**src/rtl/reload_timer16.sv**
```systemverilog
module reload_timer16 #(
  parameter int CW      = 16,
  parameter int DIV0_LG = 1,
  parameter int DIV1_LG = 3,
  parameter int DIV2_LG = 5
) (
  input  logic          clk,
  input  logic          rst_n,
  input  logic          cnt_en,
  input  logic          sw_trig,
  input  logic          reload_mode,
  input  logic [1:0]    src_sel,
  input  logic [1:0]    ti_cfg,
  input  logic          gate_level,
  input  logic [CW-1:0] reload_val,
  input  logic          irq_clr,
  input  logic          ti,
  output logic [CW-1:0] count,
  output logic          tout,
  output logic          irq_flag,
  output logic          conv_trig
);
  localparam int PSW = DIV2_LG;

  logic [2:0]     ti_sync;
  logic [PSW-1:0] psc;
  logic [PSW-1:0] div_mask;
  logic           running;
  logic           tog;

  wire ti_lvl     = ti_sync[1];
  wire ti_rise    = ti_sync[1] & ~ti_sync[2];
  wire ti_fall    = ~ti_sync[1] & ti_sync[2];
  wire event_mode = (src_sel == 2'd3);
  wire edge_hit   = (ti_cfg[0] & ti_rise) | (ti_cfg[1] & ti_fall);
  wire ext_start  = !event_mode &&
                    (((ti_cfg == 2'd1) && ti_rise) || ((ti_cfg == 2'd2) && ti_fall));
  wire gate_ok    = event_mode || (ti_cfg != 2'd3) || (ti_lvl == gate_level);
  wire start      = cnt_en && (sw_trig || ext_start);
  wire psc_hit    = ((psc & div_mask) == div_mask);
  wire tick       = running && (event_mode ? edge_hit : (gate_ok && psc_hit));
  wire underflow  = cnt_en && !start && tick && (count == '0);

  always_comb begin
    case (src_sel)
      2'd0:    div_mask = {PSW{1'b1}} >> (PSW - DIV0_LG);
      2'd1:    div_mask = {PSW{1'b1}} >> (PSW - DIV1_LG);
      default: div_mask = {PSW{1'b1}} >> (PSW - DIV2_LG);
    endcase
  end

  always_ff @(posedge clk or negedge rst_n) begin
    if (!rst_n) begin
      ti_sync   <= '0;
      psc       <= '0;
      running   <= 1'b0;
      count     <= '0;
      tog       <= 1'b0;
      irq_flag  <= 1'b0;
      conv_trig <= 1'b0;
    end else begin
      ti_sync   <= {ti_sync[1:0], ti};
      conv_trig <= underflow;
      if (underflow)    irq_flag <= 1'b1;
      else if (irq_clr) irq_flag <= 1'b0;

      if (!cnt_en) begin
        running <= 1'b0;
        psc     <= '0;
      end else if (start) begin
        count   <= reload_val;
        running <= 1'b1;
        psc     <= '0;
      end else if (running) begin
        if (!event_mode && gate_ok) psc <= psc + 1'b1;
        if (tick) begin
          if (count == '0) begin
            count <= reload_val;
            if (reload_mode) tog <= ~tog;
            else             running <= 1'b0;
          end else begin
            count <= count - 1'b1;
          end
        end
      end
    end
  end

  assign tout = reload_mode ? tog : running;
endmodule

```
**config.mk**
```make
export PLATFORM = sky130hd
export DESIGN_NAME = reload_timer16
export DESIGN_NICKNAME = d
export VERILOG_FILES = /design/src/rtl/reload_timer16.sv
export SDC_FILE = /design/constraint.sdc
export NUM_CORES = 1
export LEC_CHECK = 0
export BUFFER_PORTS_ARGS = -buffer_cell sky130_fd_sc_hd__buf_2
export CAP_MARGIN = 20
export CELL_PAD_IN_SITES_DETAIL_PLACEMENT = 0
export CELL_PAD_IN_SITES_GLOBAL_PLACEMENT = 1
export CORE_UTILIZATION = 41
export DETAILED_ROUTE_END_ITERATION = 10
export PLACE_DENSITY = 0.93
export SETUP_SLACK_MARGIN = 0.02
export SYNTH_ARGS = -nofsm -noshare
export SYNTH_HDL_FRONTEND = slang
export SYNTH_SLANG_ARGS = --single-unit
export TNS_END_PERCENT = 30
```
**constraint.sdc**
```tcl
create_clock -name clk -period 5.4 [get_ports clk]
set_input_delay 1.08 -clock clk [delete_from_list [all_inputs] [get_ports clk]]
set_output_delay 1.08 -clock clk [all_outputs]
set_load 0.05 [all_outputs]
```
==> results.sh <==
export IMPL_grt_first_pass_wirelength_um=5740
export IMPL_cts_hold_fix_buffers=0
export IMPL_grt_usage=0.167
export IMPL_ant_nets=0
export IMPL_synthTopCellsByCount="dfrtp_1 (28), nand2_1 (23), a21oi_1 (19), mux2i_1 (14), nor2_1 (13)"
export IMPL_drv_cap=0
export IMPL_dr_pass1_iters=4
export IMPL_grt_max_degree=32
export IMPL_ctsResizeCount=0
export IMPL_status="finished, final reports clean"
export IMPL_min_path_type="flop to flop"
export IMPL_critPathBufInv=1
export IMPL_dp_hpwl_um=2690
export IMPL_num_io_pins=47
export IMPL_end_kind="flop"
export IMPL_syn_avg_cell_area_um2=9.22
export IMPL_initial_core_util=0.424
export IMPL_core_area_um2=4000
export IMPL_place_inst=274
export IMPL_final_hold_violation_count=0
export IMPL_cts_sinks=28
export IMPL_required_ns=5.57
export IMPL_powerDensity_nw_per_um2=302
export IMPL_multi_input_area_um2=930
export IMPL_final_util=0.502
export IMPL_worstSetupStartpointType="input pin"
export IMPL_drc_errors=0
export IMPL_die_height_um=66.3
export IMPL_slew_viol_final=0
export IMPL_synth_async_sr_flop_share=1.00
export IMPL_cp_arrival_ns=3.07
export IMPL_cpPeakStageDelay_ns=0.63
export IMPL_cts_buffers_inserted=3
export IMPL_clock_fmax_mhz=345
export IMPL_cts_setup_buffers=0
export IMPL_port_buffer_count=46
export IMPL_dieArea_um2=4400
export IMPL_ir_drop_uv=179
export IMPL_tightest_slew_ns=1.20
export IMPL_setup_tns_ns=0
export IMPL_vias=1517
export IMPL_gp_congestion=0.777
export IMPL_cp_max_fo=18
export IMPL_worstSetupPathType="input pin to flop"
export IMPL_synth_top_area_share=0.413
export IMPL_skew_ns=0.00825
export IMPL_synth_seq_cells=28
export IMPL_slew_headroom=0.199
export IMPL_wl_per_cell_um=13.3
export IMPL_holdWs_ns=0.355
export IMPL_num_rows=23
export IMPL_diodes=0
export IMPL_cts_root_buf="clkbuf_8"
export IMPL_grt_overflow=0
export IMPL_syn_nets=215
export IMPL_rsz0062_at_grt="no"
export IMPL_first_iter_violations=120
export IMPL_yosysWarnings=0
export IMPL_synth_area_leaders="dfrtp_1 (41%), mux2i_1 (8.3%), a21oi_1 (5.6%), nand2_1 (5.1%), nor2_1 (2.9%)"
export IMPL_crit_slowest_cell="o21ai_4"
export IMPL_antenna_found_initial=0
export IMPL_synth_flop_cell="dfrtp_1"
export IMPL_area_growth_pct=18.4
export IMPL_vias_per_cell=5.46
export IMPL_seq_area_um2=701
export IMPL_dieWidth_um=66.3
export IMPL_grt_pass1_vias=1261
export IMPL_worstSkewPairLatency_ns=0.27
export IMPL_power_leakage_nw=0.870
export IMPL_htreeDepth=1
export IMPL_synthesis_area_um2=1700
export IMPL_setup_viol=0
export IMPL_period_share=0.537
export IMPL_routed_wl_um=3700
export IMPL_synth_area_leader_cell="dfrtp_1"
export IMPL_instances_no_fill=278
export IMPL_nFillCells=388
export IMPL_design_area_um2=2010
export IMPL_min_period_ns=2.90
export IMPL_synth_most_common_cell="dfrtp_1"
export IMPL_cts_clk_slew_worst_paths_ns=0.09
export IMPL_yosysSeqAreaShare=0.413
export IMPL_cts_tree="built"
export IMPL_synth_enable_flop_cells=0
export IMPL_cp_top_family="compound AO/OA/AOI/OAI gates"
export IMPL_ys_types=48
export IMPL_fin_nets=261
export IMPL_path_cells="buf_2 > nand2_1 > o31ai_1 > a21oi_1 > o21ai_4 > mux2_1 > o22a_1"
export IMPL_place_area_um2=1950
export IMPL_drive_gt1_frac=0.250
export IMPL_clockBufferDepth=2
export IMPL_synth_cells=184
-- report_power, final --
| part | internal [mW] | switching, mW |
|---|---|---|
| Combinational | 0.0632 | 0.154 |
| Sequential | 0.235 | 0.0415 |
| Clock | 0.0501 | 0.0628 |
-- state kept, by name (all words and copies together), names as in the netlist --
name	cells
conv_trig	1
count	16
irq_flag	1
psc	5
running	1
ti_sync	3
tog	1
-- layout make-up --
class | instances | share of cell area
clock buffers | 3 | 0.0205
inverters | 8 | 0.0149
multi-input cells | 142 | 0.463
flip-flops and latches | 28 | 0.349
well taps | 50 | 0.0311
repair buffers | 47 | 0.122
-- per-layer routing --
| layer | vias up | share of wire | track usage |
|---|---|---|---|
| li1 | 758 | - | - |
| met1 | 710 | 0.49 | 0.257 |
| met2 | 45 | 0.44 | 0.246 |
| met3 | 4 | 0.054 | 0.0190 |
| met4 | 0 | 0.0092 | 0.0399 |
| met5 | - | 0 | 0 |
-- through the flow --
| step | power (mW) | setup WS (ns) |
|---|---|---|
| 2_1_floorplan | 0.435 | 2.15 |
| 3_3_place_gp | 0.494 | 2.11 |
| 3_5_place_dp | 0.496 | 2.00 |
| 4_1_cts | 0.610 | 2.29 |
| 5_1_grt | 0.642 | 2.37 |
| 6_report | 0.607 | 2.50 |
-- worst register-to-register path, stage by stage (launching register included) --
cell	delay, ns
dfrtp_1	0.48
or4_4	0.59
nor4_4	0.36
nand2_2	0.16
o21ai_4	0.31
mux2_1	0.38
o22a_1	0.18
-- path summary, 6_finish.rpt --
path / startpoint / end / slack (ns) / cells after the start
max: ti_cfg[0] / count[3] / 2.50 / 7
min in group asynchronous: rst_n / count[8] / 0.81 / 1
max in group asynchronous: rst_n / ti_sync[0] / 4.17 / 1
min reg2reg: ti_sync[0] / ti_sync[1] / 0.35 / 0
min: ti_sync[0] / ti_sync[1] / 0.35 / 0
max reg2reg: count[7] / count[3] / 2.84 / 6
-- cells in the final DEF, fill, tap and decap left out, types with 2 or more instances in the layout --
cell        n
o21ai_0     6
nand3b_1    3
or4_1       2
nor2_1     13
xnor2_1     2
nand3_1     7
a31oi_1     2
buf_2      46
clkbuf_8    3
or2_1       2
a21boi_0    2
a22oi_1     2
o31ai_1     4
nor3_1      5
mux2i_1    14
or3_1       2
dfrtp_1    28
a21oi_1    18
xor2_1      4
o2bb2ai_1   2
nand4_1     2
inv_1       8
ha_1        3
nand2_1    23
-- logic make-up (layout without fill, tap and decap cells) --
group | count (synthesis) | count (layout) | share of synthesized area
multiplexers | 15 | 15 | 0.0892
XOR/XNOR | 6 | 6 | 0.0310
flip-flops | 28 | 28 | 0.413
AND/OR/NAND/NOR | 70 | 70 | 0.220
adder cells (fa/ha/maj) | 3 | 3 | 0.0221
AO/OA/AOI/OAI | 48 | 48 | 0.184
buffers and inverters | 14 | 58 | 0.0413
Note: power is estimated with default switching activity, not from simulation.
